File: config.mk
export PLATFORM = sky130hd
export DESIGN_NAME = txr_dma_engine
export DESIGN_NICKNAME = d
export VERILOG_FILES = /design/src/rtl/txr_pkg.sv /design/src/rtl/txr_ring_ptr.sv /design/src/rtl/txr_frame_len.sv /design/src/rtl/txr_byte_lane.sv /design/src/rtl/txr_dma_engine.sv
export SDC_FILE = /design/constraint.sdc
export NUM_CORES = 1
export LEC_CHECK = 0
export ABC_AREA = 1
export BUFFER_PORTS_ARGS = -buffer_cell sky130_fd_sc_hd__buf_2
export CAP_MARGIN = 40
export CORE_ASPECT_RATIO = 0.8
export CORE_MARGIN = 2
export CORE_UTILIZATION = 51
export CTS_CLUSTER_SIZE = 14
export DETAILED_ROUTE_END_ITERATION = 8
export GPL_ROUTABILITY_DRIVEN = 1
export PLACE_DENSITY = 0.69
export RECOVER_POWER = 25
export SETUP_SLACK_MARGIN = 0.1
export SLEW_MARGIN = 20
export SYNTH_ARGS = -nofsm -noshare
export SYNTH_HDL_FRONTEND = slang
export SYNTH_SLANG_ARGS = --single-unit
File: constraint.sdc
create_clock -name clk -period 3.7 [get_ports clk]
set_input_delay 0 -clock clk [delete_from_list [all_inputs] [get_ports clk]]
set_output_delay 0 -clock clk [all_outputs]
set_load 0.03 [all_outputs]
File: src/rtl/txr_pkg.sv
package txr_pkg;
  localparam int DESC_BYTES   = 16;
  localparam int CW_OWN       = 31;
  localparam int CW_FIRST     = 29;
  localparam int CW_LAST      = 28;
  localparam int CW_RING_END  = 15;
  localparam int OW_DONE_REQ  = 31;
  localparam int OW_MOVED_REQ = 30;

  typedef enum logic [2:0] {
    ST_IDLE,
    ST_RD_CTRL,
    ST_RD_OPT,
    ST_RD_BUF,
    ST_FETCH,
    ST_EMIT,
    ST_WBACK
  } txr_state_e;
endpackage

File: src/rtl/txr_ring_ptr.sv
module txr_ring_ptr #(
  parameter int ADDR_W = 32,
  parameter int STEP   = 16
) (
  input  logic              clk,
  input  logic              rst_n,
  input  logic              base_wr,
  input  logic [ADDR_W-1:0] base_val,
  input  logic              adv,
  input  logic              wrap,
  output logic [ADDR_W-1:0] ptr
);
  logic [ADDR_W-1:0] base_q;

  always_ff @(posedge clk or negedge rst_n) begin
    if (!rst_n) begin
      base_q <= '0;
      ptr    <= '0;
    end else if (base_wr) begin
      base_q <= base_val;
      ptr    <= base_val;
    end else if (adv) begin
      ptr <= wrap ? base_q : ptr + ADDR_W'(STEP);
    end
  end
endmodule

File: src/rtl/txr_frame_len.sv
module txr_frame_len #(
  parameter int STD_MAX   = 1522,
  parameter int JUMBO_MAX = 9220,
  parameter int CNT_W     = $clog2(JUMBO_MAX + 1)
) (
  input  logic clk,
  input  logic rst_n,
  input  logic jumbo,
  input  logic clr,
  input  logic inc,
  output logic full,
  output logic at_edge
);
  localparam logic [CNT_W-1:0] LIM_STD   = CNT_W'(STD_MAX);
  localparam logic [CNT_W-1:0] LIM_JUMBO = CNT_W'(JUMBO_MAX);

  logic [CNT_W-1:0] cnt;
  logic [CNT_W-1:0] limit;

  assign limit   = jumbo ? LIM_JUMBO : LIM_STD;
  assign full    = (cnt >= limit);
  assign at_edge = (cnt == limit - CNT_W'(1));

  always_ff @(posedge clk or negedge rst_n) begin
    if (!rst_n)              cnt <= '0;
    else if (clr)            cnt <= '0;
    else if (inc && !full)   cnt <= cnt + CNT_W'(1);
  end
endmodule

File: src/rtl/txr_byte_lane.sv
module txr_byte_lane #(
  parameter int WORD_W = 32,
  localparam int LANES = WORD_W / 8,
  localparam int SEL_W = $clog2(LANES)
) (
  input  logic              clk,
  input  logic              rst_n,
  input  logic              load,
  input  logic [WORD_W-1:0] word,
  input  logic [SEL_W-1:0]  sel,
  output logic [7:0]        byte_o
);
  logic [WORD_W-1:0] hold;
  logic [7:0]        lanes [LANES];

  always_ff @(posedge clk or negedge rst_n) begin
    if (!rst_n)    hold <= '0;
    else if (load) hold <= word;
  end

  for (genvar g = 0; g < LANES; g++) begin : g_lane
    assign lanes[g] = hold[g*8 +: 8];
  end

  assign byte_o = lanes[sel];
endmodule

File: src/rtl/txr_dma_engine.sv
module txr_dma_engine
  import txr_pkg::*;
#(
  parameter int ADDR_W    = 32,
  parameter int LEN_W     = 14,
  parameter int STD_MAX   = 1522,
  parameter int JUMBO_MAX = 9220
) (
  input  logic              clk,
  input  logic              rst_n,
  input  logic              cfg_dma_en,
  input  logic              cfg_jumbo,
  input  logic              base_wr,
  input  logic [ADDR_W-1:0] base_val,
  input  logic              poll_req,
  output logic              mem_req,
  output logic              mem_we,
  output logic [ADDR_W-1:0] mem_addr,
  output logic [31:0]       mem_wdata,
  input  logic              mem_gnt,
  input  logic              mem_rvalid,
  input  logic [31:0]       mem_rdata,
  output logic              tx_valid,
  output logic [7:0]        tx_data,
  output logic              tx_last,
  input  logic              tx_ready,
  output logic              irq_done,
  output logic              irq_moved,
  output logic              irq_nobuf
);
  localparam int CNT_W = $clog2(JUMBO_MAX + 1);

  txr_state_e        st;
  logic              rd_wait, pend;
  logic [31:0]       cw;
  logic              ow_done, ow_moved;
  logic [ADDR_W-1:0] baddr;
  logic [LEN_W-1:0]  rem;
  logic [ADDR_W-1:0] ptr;
  logic              rd_state, rsp, beat, start;
  logic              fr_clr, fr_full, fr_edge, lane_load, ptr_adv, wb_done;
  logic              seg_end;

  assign rd_state  = (st == ST_RD_CTRL) || (st == ST_RD_OPT) ||
                     (st == ST_RD_BUF)  || (st == ST_FETCH);
  assign rsp       = rd_wait && mem_rvalid;
  assign mem_req   = (rd_state && !rd_wait) || (st == ST_WBACK);
  assign mem_we    = (st == ST_WBACK);
  assign mem_wdata = cw & ~(32'h1 << CW_OWN);
  assign wb_done   = (st == ST_WBACK) && mem_gnt;

  always_comb begin
    case (st)
      ST_RD_OPT: mem_addr = ptr + ADDR_W'(4);
      ST_RD_BUF: mem_addr = ptr + ADDR_W'(12);
      ST_FETCH:  mem_addr = {baddr[ADDR_W-1:2], 2'b00};
      default:   mem_addr = ptr;
    endcase
  end

  assign tx_valid  = (st == ST_EMIT);
  assign seg_end   = (rem == LEN_W'(1));
  assign tx_last   = tx_valid && ((cw[CW_LAST] && seg_end) || fr_edge);
  assign beat      = tx_valid && tx_ready;
  assign start     = (st == ST_IDLE) && cfg_dma_en && (poll_req || pend);
  assign fr_clr    = ((st == ST_RD_CTRL) && rsp && mem_rdata[CW_OWN] && mem_rdata[CW_FIRST]) ||
                     (wb_done && cw[CW_LAST]);
  assign lane_load = (st == ST_FETCH) && rsp;
  assign ptr_adv   = wb_done;

  txr_ring_ptr #(.ADDR_W(ADDR_W), .STEP(DESC_BYTES)) u_ptr (
    .clk(clk), .rst_n(rst_n), .base_wr(base_wr), .base_val(base_val),
    .adv(ptr_adv), .wrap(cw[CW_RING_END]), .ptr(ptr)
  );

  txr_frame_len #(.STD_MAX(STD_MAX), .JUMBO_MAX(JUMBO_MAX), .CNT_W(CNT_W)) u_len (
    .clk(clk), .rst_n(rst_n), .jumbo(cfg_jumbo), .clr(fr_clr), .inc(beat),
    .full(fr_full), .at_edge(fr_edge)
  );

  txr_byte_lane #(.WORD_W(32)) u_lane (
    .clk(clk), .rst_n(rst_n), .load(lane_load), .word(mem_rdata),
    .sel(baddr[1:0]), .byte_o(tx_data)
  );

  always_ff @(posedge clk or negedge rst_n) begin
    if (!rst_n) begin
      st        <= ST_IDLE;
      rd_wait   <= 1'b0;
      pend      <= 1'b0;
      cw        <= '0;
      ow_done   <= 1'b0;
      ow_moved  <= 1'b0;
      baddr     <= '0;
      rem       <= '0;
      irq_done  <= 1'b0;
      irq_moved <= 1'b0;
      irq_nobuf <= 1'b0;
    end else begin
      irq_done  <= 1'b0;
      irq_moved <= 1'b0;
      irq_nobuf <= 1'b0;

      if (st != ST_IDLE && poll_req && cfg_dma_en) pend <= 1'b1;
      else if (start)                               pend <= 1'b0;

      if (rd_state && !rd_wait && mem_gnt) rd_wait <= 1'b1;
      else if (rsp)                        rd_wait <= 1'b0;

      case (st)
        ST_IDLE: if (start) st <= ST_RD_CTRL;
        ST_RD_CTRL: if (rsp) begin
          cw <= mem_rdata;
          if (!mem_rdata[CW_OWN]) begin
            irq_nobuf <= 1'b1;
            st        <= ST_IDLE;
          end else begin
            st <= ST_RD_OPT;
          end
        end
        ST_RD_OPT: if (rsp) begin
          ow_done  <= mem_rdata[OW_DONE_REQ];
          ow_moved <= mem_rdata[OW_MOVED_REQ];
          st       <= ST_RD_BUF;
        end
        ST_RD_BUF: if (rsp) begin
          baddr <= mem_rdata[ADDR_W-1:0];
          rem   <= cw[LEN_W-1:0];
          if (cw[LEN_W-1:0] == '0 || fr_full) st <= ST_WBACK;
          else                                 st <= ST_FETCH;
        end
        ST_FETCH: if (rsp) st <= ST_EMIT;
        ST_EMIT: if (beat) begin
          baddr <= baddr + ADDR_W'(1);
          rem   <= rem - LEN_W'(1);
          if (seg_end || fr_edge)       st <= ST_WBACK;
          else if (baddr[1:0] == 2'b11) st <= ST_FETCH;
        end
        ST_WBACK: if (mem_gnt) begin
          irq_moved <= ow_moved;
          irq_done  <= ow_done && cw[CW_LAST];
          st        <= ST_RD_CTRL;
        end
        default: st <= ST_IDLE;
      endcase
    end
  end
endmodule

# After elaboration in Yosys (flattened, before gate mapping)
# Index checks and enable logic that the tools add are counted.
# W data, S select, Z words.
[totals] input_bits=73 ff_bits=197
[op_classes] n_bitwise=1 n_reduce_logical=41 n_eq_ne=17 add_sub_neg=7 muxes=39 n_lt_le_gt_ge=2
[op_table] cell="$mux W32" n=5
[op_table] cell="$pmux W32 S3" n=1
[op_table] cell="$mux W14" n=5
[op_table] cell="$pmux W32 S2" n=1
[op_table] cell="$add A32 B1 Y32 const B" n=1
[op_table] cell="$add A32 B3 Y32 const B" n=1
[op_table] cell="$add A32 B4 Y32 const B" n=1
[op_table] cell="$add A32 B5 Y32 const B" n=1
[op_table] cell="$pmux W14 S2" n=1
[op_table] cell="$sub A14 B1 Y14 const B" n=2
[op_table] cell="$mux W3" n=9
[op_table] cell="$pmux W3 S7" n=1
[op_table] cell="$logic_and A1 B1 Y1" n=18
[op_table] cell="$bmux W8 S2" n=1
[op_table] cell="$mux W8" n=2
[op_table] cell="$add A14 B1 Y14 const B" n=1
[op_table] cell="$eq A14 B1 Y1 const B" n=1
[op_table] cell="$eq A14 B14 Y1" n=1
[op_table] cell="$ge A14 B14 Y1" n=1
[op_table] cell="$logic_not A14 Y1" n=1
[op_table] cell="$mux W1" n=11
[op_table] cell="$ne A2 B2 Y1 const B" n=5
[op_table] cell="$reduce_bool A2 Y1" n=5
[op_table] cell="$eq A3 B3 Y1 const B" n=3
[op_table] cell="other kinds (15)" n=28

# Longest topological paths before layout
# Gate-level depths: netlist (run 1).
[depth] ltp_word=7 mapped_depth=14 depth_no_buf=13

# Hierarchy
# A second synthesis (run 1) with hierarchy kept.
[hier_totals] cells_unflattened=1847 hier_area_um2=12708.4
[by_module_without_submodules] mod="txr_dma_engine" n_inst=1 cells_per_inst=991 area_per_inst_um2=6371.1 seq_area_each_um2=2177.1
[by_module_without_submodules] mod="txr_ring_ptr" n_inst=1 cells_per_inst=465 area_per_inst_um2=3535.9 seq_area_each_um2=1601.5
[by_module_without_submodules] mod="txr_byte_lane" n_inst=1 cells_per_inst=197 area_per_inst_um2=1514.0 seq_area_each_um2=800.8
[by_module_without_submodules] mod="txr_frame_len" n_inst=1 cells_per_inst=194 area_per_inst_um2=1287.5 seq_area_each_um2=350.3

# Least setup slack after synthesis (run 1)
# No wires, ideal clock.
[synth_timing] path_type="register to output" start="register st[2]" end="output mem_addr[11]" path_slack_ns=1.137 path_stages_with_launch=12 t_required_ns=3.700 arrival_ns=2.563 cell_sequence="dfrtp_1 > inv_2 > nand3_1 > inv_1 > ha_1 > a21oi_1 > inv_1 > nand2_1 > inv_1 > nand2_1 > o21ai_0 > o21ai_0"
[synth_via] elab_chain_len=2 elab_cells_between_ends=4
[synth_rtl] item="from (decl)" line="txr_dma_engine.sv:33" rtl="txr_state_e st;"
[synth_rtl] item="from (signal assigned)" line="txr_dma_engine.sv:88" rtl="st <= ST_IDLE;"
[synth_rtl] item="from (signal assigned)" line="txr_dma_engine.sv:111" rtl="ST_IDLE: if (start) st <= ST_RD_CTRL;"
[synth_rtl] item="from (signal assigned)" line="txr_dma_engine.sv:116" rtl="st <= ST_IDLE;"
[synth_rtl] item="$eq A3 B3 Y1 / $eq A3 B2 Y1 (equally long branches)" line="txr_dma_engine.sv:53" rtl="case (st)"
[synth_rtl] item="$pmux W32 S3 (*)" line="txr_dma_engine.sv:53"
[synth_rtl] item="to (decl)" line="txr_dma_engine.sv:18" rtl="output logic [ADDR_W-1:0] mem_addr,"
# Every way passes the cells marked *; elsewhere a longest branch is shown, timed or not.

# Worst setup path in the final report (run 1)
[layout_timing] start="register st[0]" end="output mem_addr[15]"
# The elaborated chain is that of the path after synthesis.

==> flow_results.xml, run 1 <==
<?xml version="1.0" encoding="UTF-8"?>
<metrics>
  <group name="sta">
    <metric name="slew_violations" unit="">116</metric>
    <metric name="fmax" unit="GHz">0.304</metric>
    <metric name="slew_headroom" unit="%">-111</metric>
    <metric name="finalSetupViolCount" unit="">0</metric>
    <metric name="final_cycle_utilization_of_the_critical_path" unit="%">88.9</metric>
    <metric name="finClkSkew" unit="ns">0.0177</metric>
    <metric name="worstMarginPinSlew" unit="ns">3.17</metric>
    <metric name="layout_setup_ws" unit="ns">0.409</metric>
    <metric name="totalNegativeSetupSlack" unit="ns">0</metric>
    <metric name="timing_hold_violations_final" unit="">0</metric>
    <metric name="grt_setup_unrepaired" unit="">no</metric>
    <metric name="period_minus_slack" unit="ns">3.29</metric>
  </group>
  <group name="yosys">
    <metric name="synth_cell_type_count" unit="">52</metric>
    <metric name="synth.net_count" unit="">1802</metric>
    <metric name="synth-adder-area-share" unit="%">1.62</metric>
    <metric name="synth_compound_gate_area_share" unit="%">17.4</metric>
    <metric name="yosysWarnings" unit="">0</metric>
    <metric name="synth_flop_cell" unit="">sky130_fd_sc_hd__dfrtp_1</metric>
    <metric name="yosys_register_bits" unit="">197</metric>
    <metric name="ys_top_cells_by_area" unit="">sky130_fd_sc_hd__dfrtp_1 (41%), sky130_fd_sc_hd__nand2_1 (14%), sky130_fd_sc_hd__o21ai_0 (8.4%), sky130_fd_sc_hd__inv_1 (6.1%), sky130_fd_sc_hd__nand3_1 (5.5%)</metric>
    <metric name="synth_cells" unit="">1714</metric>
    <metric name="syn_area" unit="mm2">0.0120</metric>
    <metric name="synth_top_family_by_area" unit="">simple AND/OR/NAND/NOR gates</metric>
    <metric name="yosysTopAreaCellShare" unit="%">41.0</metric>
    <metric name="yosys-mux-area-fraction" unit="%">0.281</metric>
    <metric name="yosys-top-cells-count" unit="">sky130_fd_sc_hd__nand2_1 (461), sky130_fd_sc_hd__o21ai_0 (201), sky130_fd_sc_hd__dfrtp_1 (197), sky130_fd_sc_hd__inv_1 (197), sky130_fd_sc_hd__nor2_1 (167)</metric>
    <metric name="xor_xnor_share_of_the_synthesized_area" unit="%">1.97</metric>
    <metric name="synthSimpleGateAreaFrac" unit="%">28.6</metric>
    <metric name="synthArstFlopShare" unit="%">100</metric>
    <metric name="most_frequently_used_cell_type_in_the_post_synthesis_netlist" unit="">sky130_fd_sc_hd__nand2_1</metric>
    <metric name="synthDominantAreaCellType" unit="">sky130_fd_sc_hd__dfrtp_1</metric>
    <metric name="yosysSeqAreaShare" unit="%">41.0</metric>
    <metric name="syn_area_per_cell" unit="um2">7.02</metric>
    <metric name="number_of_synthesized_flops_with_an_enable_pin" unit="">0</metric>
  </group>
  <group name="clock_network">
    <metric name="clock_sinks" unit="">197</metric>
    <metric name="postCtsResizedCells" unit="">0</metric>
    <metric name="cts_tree" unit="">yes</metric>
    <metric name="num_cts_buffers" unit="">17</metric>
    <metric name="cts.hold.buffers_added" unit="">68</metric>
    <metric name="ctsRootBufferMaster" unit="">sky130_fd_sc_hd__clkbuf_16</metric>
    <metric name="clock_tree.htree_level_count" unit="">4</metric>
    <metric name="clkTransAtPathRegs" unit="ns">0.08</metric>
    <metric name="cts_setup_buffers" unit="">0</metric>
    <metric name="clock_insertion_delay_worst_skew" unit="ns">0.45</metric>
    <metric name="clk_path_buf_depth" unit="">2</metric>
  </group>
  <group name="global_route">
    <metric name="grt_max_degree" unit="">87</metric>
    <metric name="grt_overflow" unit="">0</metric>
    <metric name="antenna_found_initial" unit="">1</metric>
    <metric name="global_route_wire_length_before_repair" unit="mm">63.0</metric>
    <metric name="first_global_vias" unit="">11446</metric>
    <metric name="global_route.usage.total" unit="%">32.4</metric>
  </group>
  <group name="setup_path">
    <metric name="reg2regPathDepth" unit="">12</metric>
    <metric name="worstReg2RegStart" unit="">u_len.cnt[2]</metric>
    <metric name="timing.critical_path.to_type" unit="">primary output</metric>
    <metric name="worst-r2r-setup-slack" unit="ns">1.18</metric>
    <metric name="critical_path_peak_fanout" unit="">8</metric>
    <metric name="worstSetupStartpointType" unit="">flip-flop</metric>
    <metric name="timing.rr.end" unit="">u_len.cnt[3]</metric>
    <metric name="endpoint_arrival_time_on_the_critical_path" unit="ns">3.29</metric>
    <metric name="crit_required" unit="ns">3.70</metric>
    <metric name="crit_type" unit="">flip-flop to primary output</metric>
  </group>
  <group name="power_and_ir_drop">
    <metric name="design_internal_power" unit="W">0.00521</metric>
    <metric name="worst_ir_drop_vdd" unit="mV">0.376</metric>
    <metric name="sw_frac_of_total" unit="%">49.7</metric>
    <metric name="static-leakage-power" unit="nW">6.89</metric>
    <metric name="power.share.combinational" unit="%">47.3</metric>
    <metric name="p_sw" unit="W">0.00513</metric>
    <metric name="power" unit="W">0.0103</metric>
    <metric name="power_density" unit="mW/mm2">724</metric>
    <metric name="power.share.sequential" unit="%">34.4</metric>
    <metric name="clkPwrFrac" unit="%">18.3</metric>
  </group>
  <group name="placed_design">
    <metric name="io_buffer_count" unit="">150</metric>
    <metric name="place.gp.congestion" unit="">0.975</metric>
    <metric name="post-dp-hpwl" unit="mm">29.4</metric>
    <metric name="pre_cts_ws" unit="ns">0.994</metric>
  </group>
  <group name="drt">
    <metric name="antenna_left" unit="">0</metric>
    <metric name="route.vias.total" unit="">12391</metric>
    <metric name="drt_first_iter_violations" unit="">1226</metric>
    <metric name="routed_via_density" unit="">5.57</metric>
    <metric name="routed_wl" unit="mm">40.0</metric>
    <metric name="drt-pass1-iter-count" unit="">5</metric>
    <metric name="routedWlPerCell" unit="um">18.0</metric>
    <metric name="detail_route.drc_violations" unit="">0</metric>
  </group>
  <group name="flow_run">
    <metric name="drv.max_cap_violation_count" unit="">2</metric>
  </group>
  <group name="finish">
    <metric name="final_layout_size_suffix_gt1_share" unit="%">11.8</metric>
    <metric name="final_net_count" unit="">1987</metric>
    <metric name="layout-area-overhead-vs-synth" unit="%">18.7</metric>
  </group>
  <group name="floorplanning">
    <metric name="initial_core_utilization" unit="%">51.7</metric>
    <metric name="num_io_pins" unit="">152</metric>
    <metric name="die_y" unit="um">141</metric>
    <metric name="core_area" unit="mm2">0.0233</metric>
    <metric name="dieArea" unit="mm2">0.0248</metric>
    <metric name="chipWidth" unit="um">176</metric>
    <metric name="rows" unit="">50</metric>
  </group>
  <group name="hold_path">
    <metric name="worstHoldEndpoint" unit="">cw[30]</metric>
    <metric name="hp-start" unit="">mem_rdata[30]</metric>
    <metric name="timing.hold.worst.class" unit="">input pin to flip-flop</metric>
    <metric name="cell_count_of_the_worst_hold_path" unit="">3</metric>
  </group>
  <group name="run_status">
    <metric name="status" unit="">complete, but fails checks</metric>
    <metric name="violations_in_the_final_reports" unit="">max-capacitance violations, max-slew violations</metric>
  </group>
</metrics>
## layout make-up
class	count	area, um2
Antenna cell	1	2.50
Clock buffer	17	425
Clock inverter	14	156
Fill cell	2228	8990
Inverter	205	774
Multi-Input combinational cell	1242	6000
Sequential cell	197	4930
Tap cell	312	390
Timing Repair Buffer	236	1600
## cell families (layout without fill, tap and decap cells)
kind of cell / count (synthesis) / in the layout
other: 1 / 2
multiplexers: 3 / 3
AO/OA/AOI/OAI: 372 / 372
flip-flops: 197 / 197
adder cells (fa/ha/maj): 15 / 15
buffers and inverters: 275 / 472
AND/OR/NAND/NOR: 824 / 824
XOR/XNOR: 27 / 27
## flip-flops by register name, indices dropped and copies added (netlist names)
register and cells:
baddr 32, u_len.cnt 14, u_lane.hold 32, u_ptr.base_q 32, u_ptr.ptr 32, rem 14
pend 1, irq_moved 1, cw 31, irq_done 1, st 3, ow_done 1
rd_wait 1, ow_moved 1, irq_nobuf 1
## layer usage
| metal | wire length, um | track usage, % | vias up |
|---|---|---|---|
| li1 | - | - | 6008 |
| met1 | 18200 | 46.9 | 5836 |
| met2 | 18100 | 50.7 | 496 |
| met3 | 2830 | 4.39 | 51 |
| met4 | 934 | 10.3 | 0 |
| met5 | 0 | 0 | - |
## power groups by stage
stage	clock network [W]	registers (W)	logic [W]
floorplan	0	0.00363	0.00308
global placement	0	0.00356	0.00467
detailed placement	0	0.00356	0.00477
CTS	0.00191	0.00353	0.00485
global route	0.00200	0.00364	0.00533
finish	0.00189	0.00356	0.00489
## cells in the final DEF (no fill, tap or decap), drive strengths merged, types with 2 or more instances in the layout
| master | Yosys | routed |
|---|---|---|
| nand2 | 467 | 467 |
| inv | 204 | 211 |
| o21ai | 204 | 204 |
| dfrtp | 197 | 197 |
| nor2 | 170 | 170 |
| buf | 32 | 164 |
| nand3 | 133 | 133 |
| a21oi | 84 | 84 |
| dlygate4sd3 | 0 | 68 |
| nor3 | 31 | 31 |
| xor2 | 25 | 25 |
| clkbuf | 38 | 21 |
| o221ai | 18 | 18 |
| nand4 | 15 | 15 |
| a22oi | 15 | 15 |
| ha | 14 | 14 |
| o22ai | 14 | 14 |
| o211ai | 13 | 13 |
| clkinv | 1 | 8 |
| a211oi | 6 | 6 |
| a31oi | 6 | 6 |
| nand3b | 4 | 4 |
| o21bai | 3 | 3 |
| mux2 | 3 | 3 |
| o31ai | 2 | 2 |
| xnor2 | 2 | 2 |
| a31o | 2 | 2 |
| a21o | 2 | 2 |
| o2111ai | 2 | 2 |
| or2 | 2 | 2 |
## worst max-delay path, cell delays in order, from the launching register on
cell	delay [ns]
sky130_fd_sc_hd__dfrtp_1	0.52
sky130_fd_sc_hd__nand3_1	0.23
sky130_fd_sc_hd__inv_1	0.13
sky130_fd_sc_hd__ha_1	0.29
sky130_fd_sc_hd__a21oi_1	0.05
sky130_fd_sc_hd__buf_4	0.17
sky130_fd_sc_hd__inv_1	0.19
sky130_fd_sc_hd__nand2_1	0.13
sky130_fd_sc_hd__nor2_1	0.35
sky130_fd_sc_hd__nor2_1	0.08
sky130_fd_sc_hd__o31ai_1	0.43
sky130_fd_sc_hd__buf_2	0.28
## metrics by stage
step | instance area, um2 | utilization (%) | std cells | hold WS, ns
floorplan | 12000 | - | 1714 | -0.296
global placement | 13000 | 55.8 | 2120 | 0.178
detailed placement | 13100 | 56.1 | 2124 | -0.0775
CTS | 14300 | 61.6 | 2223 | 0.00464
global route | 14300 | 61.4 | 2223 | 0.0553
finish | 14300 | 61.4 | 2224 | 0.0415
## worst max-delay path by stage
stage	startpoint	end	slack (ns)	cells after the start
floorplan	st[2]	mem_addr[11]	1.14	11
global placement	st[0]	mem_addr[15]	1.01	11
detailed placement	st[0]	mem_addr[15]	0.99	11
CTS	st[0]	mem_addr[15]	0.52	11
global route	rst_n	u_ptr.ptr[0]	0.21	4
finish	st[0]	mem_addr[15]	0.41	11
No activity file was read; power rests on OpenSTA's default activity.
==> run 2, diff against run 1 <==
- ABC_AREA: 1 -> default
- CORE_ASPECT_RATIO: 0.8 -> default
- GPL_TIMING_DRIVEN: default -> 0
==> run 2 against run 1 <==
The run still ends with max-capacitance violations, max-slew violations left; setup slack got worse by 0.19 ns; synthesized area fell by 8.6%; sequential share of layout area up 2.1 points; core utilization rose by 2.5 points; critical path depth fell by 4; largest cell class unchanged; largest power group unchanged.
==> flow_results.xml, run 2 <==
<?xml version="1.0" encoding="UTF-8"?>
<metrics>
  <group name="floorplanning">
    <metric name="num_io_pins" unit="">152</metric>
    <metric name="rows" unit="">53</metric>
    <metric name="chipWidth" unit="um">151</metric>
    <metric name="dieArea" unit="mm2">0.0227</metric>
    <metric name="core_area" unit="mm2">0.0211</metric>
    <metric name="initial_core_utilization" unit="%">52.1</metric>
    <metric name="die_y" unit="um">151</metric>
  </group>
  <group name="yosys">
    <metric name="synth_cell_type_count" unit="">63</metric>
    <metric name="synthDominantAreaCellType" unit="">sky130_fd_sc_hd__dfrtp_1</metric>
    <metric name="synthArstFlopShare" unit="%">100</metric>
    <metric name="most_frequently_used_cell_type_in_the_post_synthesis_netlist" unit="">sky130_fd_sc_hd__dfrtp_1</metric>
    <metric name="number_of_synthesized_flops_with_an_enable_pin" unit="">0</metric>
    <metric name="yosysSeqAreaShare" unit="%">44.8</metric>
    <metric name="syn_area" unit="mm2">0.0110</metric>
    <metric name="yosys-top-cells-count" unit="">sky130_fd_sc_hd__dfrtp_1 (197), sky130_fd_sc_hd__nand2_1 (136), sky130_fd_sc_hd__a21oi_1 (120)</metric>
    <metric name="yosys_register_bits" unit="">197</metric>
    <metric name="synth.net_count" unit="">1298</metric>
    <metric name="synth_cells" unit="">1210</metric>
    <metric name="yosysTopAreaCellShare" unit="%">44.8</metric>
    <metric name="synth_flop_cell" unit="">sky130_fd_sc_hd__dfrtp_1</metric>
    <metric name="yosysWarnings" unit="">0</metric>
    <metric name="ys_top_cells_by_area" unit="">sky130_fd_sc_hd__dfrtp_1 (45%), sky130_fd_sc_hd__mux2_2 (7.9%), sky130_fd_sc_hd__a21oi_1 (5.5%), sky130_fd_sc_hd__o21ai_0 (5.1%), sky130_fd_sc_hd__nand2_1 (4.6%)</metric>
    <metric name="syn_area_per_cell" unit="um2">9.09</metric>
  </group>
  <group name="placed_design">
    <metric name="pre_cts_ws" unit="ns">0.527</metric>
    <metric name="dpl.cell_count" unit="">1636</metric>
    <metric name="post-dp-hpwl" unit="mm">27.1</metric>
    <metric name="placed_area" unit="mm2">0.0122</metric>
    <metric name="place.gp.congestion" unit="">0.996</metric>
    <metric name="io_buffer_count" unit="">149</metric>
  </group>
  <group name="setup_path">
    <metric name="worst_path_max_delay_cell" unit="">sky130_fd_sc_hd__o311ai_0</metric>
    <metric name="timing.critical_path.slowest_cell_delay" unit="ns">0.56</metric>
    <metric name="worst_path_dominant_cell_family" unit="">simple AND/OR/NAND/NOR gates</metric>
    <metric name="critical_path_peak_fanout" unit="">10</metric>
    <metric name="reg2regPathDepth" unit="">9</metric>
    <metric name="timing.critical_path.to_type" unit="">primary output</metric>
    <metric name="path_common_cell" unit="">sky130_fd_sc_hd__nand3_1</metric>
    <metric name="crit_required" unit="ns">3.70</metric>
    <metric name="timing.rr.end" unit="">baddr[18]</metric>
    <metric name="worstSetupPathDepth" unit="">7</metric>
    <metric name="worstReg2RegStart" unit="">st[2]</metric>
    <metric name="worstPathCellList" unit="">ha_1 &gt; nand3_1 &gt; nor4_2 &gt; clkbuf_1 &gt; nand3_1 &gt; o311ai_0 &gt; buf_2</metric>
    <metric name="crit_buf_inv" unit="">2</metric>
    <metric name="worstSetupStartpointType" unit="">flip-flop</metric>
    <metric name="endpoint_arrival_time_on_the_critical_path" unit="ns">3.48</metric>
    <metric name="worst-r2r-setup-slack" unit="ns">0.77</metric>
    <metric name="crit_type" unit="">flip-flop to primary output</metric>
  </group>
  <group name="sta">
    <metric name="fmax" unit="GHz">0.288</metric>
    <metric name="slew_violations" unit="">34</metric>
    <metric name="holdWs" unit="ns">0.0115</metric>
    <metric name="period_minus_slack" unit="ns">3.48</metric>
    <metric name="final_cycle_utilization_of_the_critical_path" unit="%">94.0</metric>
    <metric name="finClkSkew" unit="ns">0.0131</metric>
    <metric name="finalSetupViolCount" unit="">0</metric>
    <metric name="slew_headroom" unit="%">-29.8</metric>
    <metric name="layout_setup_ws" unit="ns">0.223</metric>
    <metric name="worstMarginPinSlew" unit="ns">1.95</metric>
    <metric name="timing_hold_violations_final" unit="">0</metric>
    <metric name="grt_setup_unrepaired" unit="">no</metric>
  </group>
  <group name="hold_path">
    <metric name="timing.hold.worst.class" unit="">input pin to flip-flop</metric>
    <metric name="cell_count_of_the_worst_hold_path" unit="">2</metric>
    <metric name="hp-start" unit="">base_wr</metric>
    <metric name="worstHoldEndpoint" unit="">u_ptr.base_q[12]</metric>
  </group>
  <group name="finish">
    <metric name="post_layout_nonfiller_instances" unit="">1739</metric>
    <metric name="finalInstanceArea" unit="mm2">0.0135</metric>
    <metric name="commonest_non_fill_non_tap_cell_in_the_layout" unit="">sky130_fd_sc_hd__dfrtp_1</metric>
    <metric name="final_layout_size_suffix_gt1_share" unit="%">19.8</metric>
    <metric name="n_fill_cell" unit="">1775</metric>
    <metric name="multiInputGateArea" unit="mm2">0.00559</metric>
    <metric name="final_net_count" unit="">1539</metric>
    <metric name="sequential_cell_area" unit="mm2">0.00493</metric>
    <metric name="insertedDiodeCount" unit="">0</metric>
    <metric name="commonest_cells_after_routing_fill_and_taps_aside" unit="">sky130_fd_sc_hd__dfrtp_1 (197), sky130_fd_sc_hd__buf_2 (153), sky130_fd_sc_hd__nand2_1 (136)</metric>
    <metric name="layout-area-overhead-vs-synth" unit="%">22.5</metric>
  </group>
  <group name="global_route">
    <metric name="global_route_wire_length_before_repair" unit="mm">58.0</metric>
    <metric name="global_route.usage.total" unit="%">33.2</metric>
    <metric name="grt_max_degree" unit="">95</metric>
    <metric name="first_global_vias" unit="">10434</metric>
    <metric name="antenna_found_initial" unit="">0</metric>
    <metric name="grt_overflow" unit="">0</metric>
  </group>
  <group name="drt">
    <metric name="routed_via_density" unit="">6.41</metric>
    <metric name="detail_route.drc_violations" unit="">0</metric>
    <metric name="routedWlPerCell" unit="um">21.6</metric>
    <metric name="routed_wl" unit="mm">37.5</metric>
    <metric name="drt-pass1-iter-count" unit="">7</metric>
    <metric name="drt_first_iter_violations" unit="">1302</metric>
    <metric name="route.vias.total" unit="">11148</metric>
    <metric name="antenna_left" unit="">0</metric>
  </group>
  <group name="run_status">
    <metric name="violations_in_the_final_reports" unit="">max-capacitance violations, max-slew violations</metric>
    <metric name="status" unit="">complete, but fails checks</metric>
  </group>
  <group name="clock_network">
    <metric name="clock_sinks" unit="">197</metric>
    <metric name="ctsRootBufferMaster" unit="">sky130_fd_sc_hd__clkbuf_16</metric>
    <metric name="cts_setup_buffers" unit="">0</metric>
    <metric name="num_cts_buffers" unit="">17</metric>
    <metric name="clock_insertion_delay_worst_skew" unit="ns">0.45</metric>
    <metric name="clkTransAtPathRegs" unit="ns">0.08</metric>
    <metric name="clk_path_buf_depth" unit="">2</metric>
    <metric name="clock_tree.htree_level_count" unit="">4</metric>
    <metric name="cts_tree" unit="">yes</metric>
  </group>
  <group name="flow_run">
    <metric name="drv.max_cap_violation_count" unit="">1</metric>
  </group>
  <group name="power_and_ir_drop">
    <metric name="power_density" unit="mW/mm2">770</metric>
    <metric name="worst_ir_drop_vdd" unit="mV">0.562</metric>
    <metric name="static-leakage-power" unit="nW">5.78</metric>
    <metric name="power" unit="W">0.0104</metric>
  </group>
</metrics>
run 2: logic make-up after synthesis:
| kind of cell | after synthesis | share of synthesized area [%] |
|---|---|---|
| AO/OA/AOI/OAI | 376 | 20.7 |
| XOR/XNOR | 9 | 0.717 |
| adder cells (fa/ha/maj) | 15 | 1.78 |
| buffers and inverters | 125 | 4.39 |
| flip-flops | 197 | 44.8 |
| multiplexers | 88 | 9.80 |
| other | 1 | 0.0341 |
| AND/OR/NAND/NOR | 399 | 17.7 |
run 2: power by group:
group          switching, W  internal, W  total [W]
clock              0.000979      0.00101    0.00199
combinational       0.00322      0.00166    0.00488
sequential         0.000677      0.00283    0.00350
total               0.00488      0.00550     0.0104
run 2: worst max-delay path by stage:
stage / startpoint / end / slack (ns)
after CTS: st[2] / mem_addr[7] / 0.10
after floorplan: st[2] / mem_addr[31] / 0.76
after detailed placement: st[2] / mem_addr[11] / 0.53
final: u_ptr.ptr[4] / mem_addr[20] / 0.22
after global placement: rst_n / cw[14] / -0.77
after global routing: u_ptr.ptr[4] / mem_addr[16] / 0.17
run 2: per-layer routing:
layer / routed length [um] / global-route usage, %
met1: 15500 / 48.2
met2: 17000 / 50.7
met3: 3710 / 5.48
met4: 1240 / 11.3
met5: 0 / 0
run 2: worst register-to-register path: cells and delay by family (launching register included):
family          cells  cell delay, ns
buf+inv             4            1.53
compound gates      3            0.60
flops               1            0.38
simple gates        2            0.35
run 2: repair_timing:
action                     CTS  global route
setup endpoints to repair    3            18
hold buffers                70             0
gates resized for setup      3            10
hold endpoints to repair   354             0
run 2: per-stage QoR:
step / util, % / setup TNS, ns
finish: 63.9 / 0
global placement: 57.3 / -145.88
detailed placement: 57.6 / 0
floorplan: - / 0
global route: 63.9 / 0
CTS: 64.0 / 0
run 2: layout make-up:
cell class | count | area share, %
multi-input cells | 888 | 41.5
flip-flops and latches | 197 | 36.6
repair buffers | 222 | 11.1
clock buffers | 19 | 3.36
well taps | 275 | 2.55
plain buffers | 83 | 2.45
clock inverters | 13 | 1.32
inverters | 42 | 1.17
==> run 3, diff against run 2 <==
==> constraint.sdc (replaced) <==
create_clock -name clk -period 3.7 [get_ports clk]
set_input_delay 0.185 -clock clk [delete_from_list [all_inputs] [get_ports clk]]
set_output_delay 0.185 -clock clk [all_outputs]
set_load 0.03 [all_outputs]
==> run 3 against run 2 <==
The run ends with negative hold slack, max-capacitance violations, max-slew violations left; setup slack worse by 0.041 ns; register-to-register slack is essentially flat; final area is 3.2% lower; largest power group unchanged; first-iteration DRC count rose by 2.8%; cell count fell by 2.4%; maximum frequency decreased by 1.2%; via count fell by 2.0%; flip-flop and latch count stayed put; core utilization decreased by 2.1 points; global-route usage decreased by 0.53 points; total power decreased by 0.58%.
==> flow_results.xml, run 3 (synthesis gave the netlist of run 2 again) <==
<?xml version="1.0" encoding="UTF-8"?>
<metrics>
  <group name="setup_path">
    <metric name="worst_path_dominant_cell_family" unit="">simple AND/OR/NAND/NOR gates</metric>
    <metric name="worstSetupStartpointType" unit="">flip-flop</metric>
    <metric name="path_common_cell" unit="">sky130_fd_sc_hd__nand3_1</metric>
    <metric name="worst_path_max_delay_cell" unit="">sky130_fd_sc_hd__o311ai_1</metric>
    <metric name="critical_path_peak_fanout" unit="">10</metric>
    <metric name="crit_type" unit="">flip-flop to primary output</metric>
    <metric name="worstPathCellList" unit="">ha_1 &gt; nand3_1 &gt; nor4_4 &gt; clkbuf_1 &gt; nand3_1 &gt; o311ai_1 &gt; buf_2</metric>
    <metric name="worstReg2RegStart" unit="">st[2]</metric>
    <metric name="worst-r2r-setup-slack" unit="ns">0.77</metric>
    <metric name="crit_required" unit="ns">3.51</metric>
    <metric name="reg2regPathDepth" unit="">9</metric>
    <metric name="timing.rr.end" unit="">baddr[18]</metric>
    <metric name="timing.critical_path.slowest_cell_delay" unit="ns">0.56</metric>
    <metric name="crit_buf_inv" unit="">2</metric>
    <metric name="timing.critical_path.to_type" unit="">primary output</metric>
    <metric name="endpoint_arrival_time_on_the_critical_path" unit="ns">3.33</metric>
  </group>
  <group name="drt">
    <metric name="drt_first_iter_violations" unit="">1338</metric>
    <metric name="detail_route.drc_violations" unit="">0</metric>
    <metric name="route.vias.total" unit="">10930</metric>
    <metric name="antenna_left" unit="">0</metric>
    <metric name="drt-pass1-iter-count" unit="">6</metric>
    <metric name="routed_via_density" unit="">6.44</metric>
    <metric name="routed_wl" unit="mm">36.8</metric>
    <metric name="routedWlPerCell" unit="um">21.7</metric>
  </group>
  <group name="finish">
    <metric name="final_layout_size_suffix_gt1_share" unit="%">20.5</metric>
    <metric name="commonest_cells_after_routing_fill_and_taps_aside" unit="">sky130_fd_sc_hd__dfrtp_1 (197), sky130_fd_sc_hd__buf_2 (153), sky130_fd_sc_hd__nand2_1 (136)</metric>
    <metric name="n_fill_cell" unit="">1842</metric>
    <metric name="insertedDiodeCount" unit="">0</metric>
    <metric name="final_net_count" unit="">1497</metric>
    <metric name="finalInstanceArea" unit="mm2">0.0130</metric>
    <metric name="layout-area-overhead-vs-synth" unit="%">18.6</metric>
    <metric name="commonest_non_fill_non_tap_cell_in_the_layout" unit="">sky130_fd_sc_hd__dfrtp_1</metric>
  </group>
  <group name="sta">
    <metric name="finalSetupViolCount" unit="">0</metric>
    <metric name="final_cycle_utilization_of_the_critical_path" unit="%">95.1</metric>
    <metric name="timing_hold_violations_final" unit="">1</metric>
    <metric name="finClkSkew" unit="ns">0.0122</metric>
    <metric name="slew_violations" unit="">35</metric>
    <metric name="fmax" unit="GHz">0.284</metric>
    <metric name="grt_setup_unrepaired" unit="">no</metric>
    <metric name="totalNegativeSetupSlack" unit="ns">0</metric>
    <metric name="holdWs" unit="ns">-0.000520</metric>
    <metric name="worstMarginPinSlew" unit="ns">1.82</metric>
    <metric name="period_minus_slack" unit="ns">3.52</metric>
    <metric name="slew_headroom" unit="%">-21.4</metric>
  </group>
  <group name="global_route">
    <metric name="antenna_found_initial" unit="">0</metric>
    <metric name="grt_max_degree" unit="">95</metric>
    <metric name="global_route.usage.total" unit="%">32.6</metric>
    <metric name="grt_overflow" unit="">0</metric>
    <metric name="global_route_wire_length_before_repair" unit="mm">57.0</metric>
    <metric name="first_global_vias" unit="">10171</metric>
  </group>
  <group name="floorplanning">
    <metric name="die_y" unit="um">151</metric>
    <metric name="chipWidth" unit="um">151</metric>
    <metric name="num_io_pins" unit="">152</metric>
    <metric name="core_area" unit="mm2">0.0211</metric>
    <metric name="dieArea" unit="mm2">0.0227</metric>
    <metric name="rows" unit="">53</metric>
    <metric name="initial_core_utilization" unit="%">52.1</metric>
  </group>
  <group name="run_status">
    <metric name="violations_in_the_final_reports" unit="">negative hold slack, max-capacitance violations, max-slew violations</metric>
    <metric name="status" unit="">complete, but fails checks</metric>
  </group>
  <group name="clock_network">
    <metric name="cts_tree" unit="">yes</metric>
    <metric name="num_cts_buffers" unit="">17</metric>
    <metric name="clock_sinks" unit="">197</metric>
    <metric name="clock_tree.htree_level_count" unit="">4</metric>
    <metric name="clk_path_buf_depth" unit="">2</metric>
    <metric name="clock_insertion_delay_worst_skew" unit="ns">0.45</metric>
    <metric name="ctsRootBufferMaster" unit="">sky130_fd_sc_hd__clkbuf_16</metric>
    <metric name="clkTransAtPathRegs" unit="ns">0.07</metric>
  </group>
  <group name="hold_path">
    <metric name="cell_count_of_the_worst_hold_path" unit="">2</metric>
    <metric name="worstHoldEndpoint" unit="">u_ptr.base_q[0]</metric>
    <metric name="timing.hold.worst.class" unit="">input pin to flip-flop</metric>
    <metric name="hp-start" unit="">base_val[0]</metric>
  </group>
  <group name="placed_design">
    <metric name="io_buffer_count" unit="">149</metric>
    <metric name="placed_area" unit="mm2">0.0122</metric>
    <metric name="place.gp.congestion" unit="">0.996</metric>
    <metric name="post-dp-hpwl" unit="mm">27.1</metric>
  </group>
  <group name="power_and_ir_drop">
    <metric name="power_density" unit="mW/mm2">791</metric>
    <metric name="static-leakage-power" unit="nW">5.61</metric>
    <metric name="worst_ir_drop_vdd" unit="mV">0.562</metric>
  </group>
  <group name="flow_run">
    <metric name="drv.max_cap_violation_count" unit="">1</metric>
  </group>
</metrics>
-- run 3: worst max-delay path by stage --
stage	start	end	slack [ns]	cells after the start
floorplan	st[2]	mem_addr[31]	0.57	9
global placement	rst_n	cw[14]	-0.95	1
detailed placement	st[2]	mem_addr[11]	0.34	10
CTS	u_ptr.ptr[4]	mem_addr[20]	0.23	7
global route	u_ptr.ptr[4]	mem_addr[16]	0.07	7
finish	u_ptr.ptr[4]	mem_addr[16]	0.18	7
-- run 3: final cells by class --
class | count | area [um2] | area share [%]
multi-input cells | 888 | 5600 | 42.9
flip-flops and latches | 197 | 4930 | 37.8
repair buffers | 180 | 1050 | 8.04
clock buffers | 19 | 453 | 3.47
well taps | 275 | 344 | 2.64
plain buffers | 83 | 330 | 2.53
clock inverters | 13 | 178 | 1.36
inverters | 42 | 158 | 1.21
-- run 3: stage by stage --
stage / utilization [%] / instances / hold slack, ns / total power [W] / worst slack [ns]
floorplan: - / 1210 / -0.111 / 0.00658 / 0.571
global placement: 57.3 / 1634 / 0.406 / 0.00811 / -0.955
detailed placement: 57.6 / 1636 / 0.0768 / 0.00820 / 0.342
CTS: 61.9 / 1695 / 0.00217 / 0.0102 / 0.229
global route: 61.8 / 1697 / 0.000984 / 0.0108 / 0.0716
finish: 61.8 / 1697 / -0.000520 / 0.0103 / 0.183
-- run 3: what timing repair did --
action,4_1_cts,5_1_grt
setup endpoints to repair,9,6
endpoints found under the hold margin,141,0
gates cloned,0,0
setup buffers,0,1
hold buffers,27,0
resized for setup,10,2
pin swaps,1,1
-- run 3: power by group --
part           leakage (nW)  switching (W)  internal (W)  total (W)
Clock                 0.307       0.000979       0.00101    0.00199
Combinational          2.91        0.00320       0.00162    0.00483
Sequential             2.40       0.000669       0.00283    0.00350
Total                  5.61        0.00485       0.00546     0.0103
-- run 3: layer usage --
metal	share of wire (%)	GRT usage, %
met3	8.6	5.15
met2	45	49.6
met4	2.9	10.9
met5	0	0
met1	43	47.8
-- run 3: worst reg2reg max path, delay by kind of cell, from the launching register on --
family	cells	cell delay, ns
AOI/OAI and AO/OA	3	0.59
DFF	1	0.39
buffers and inverters	4	1.54
and+or+nand+nor	2	0.34
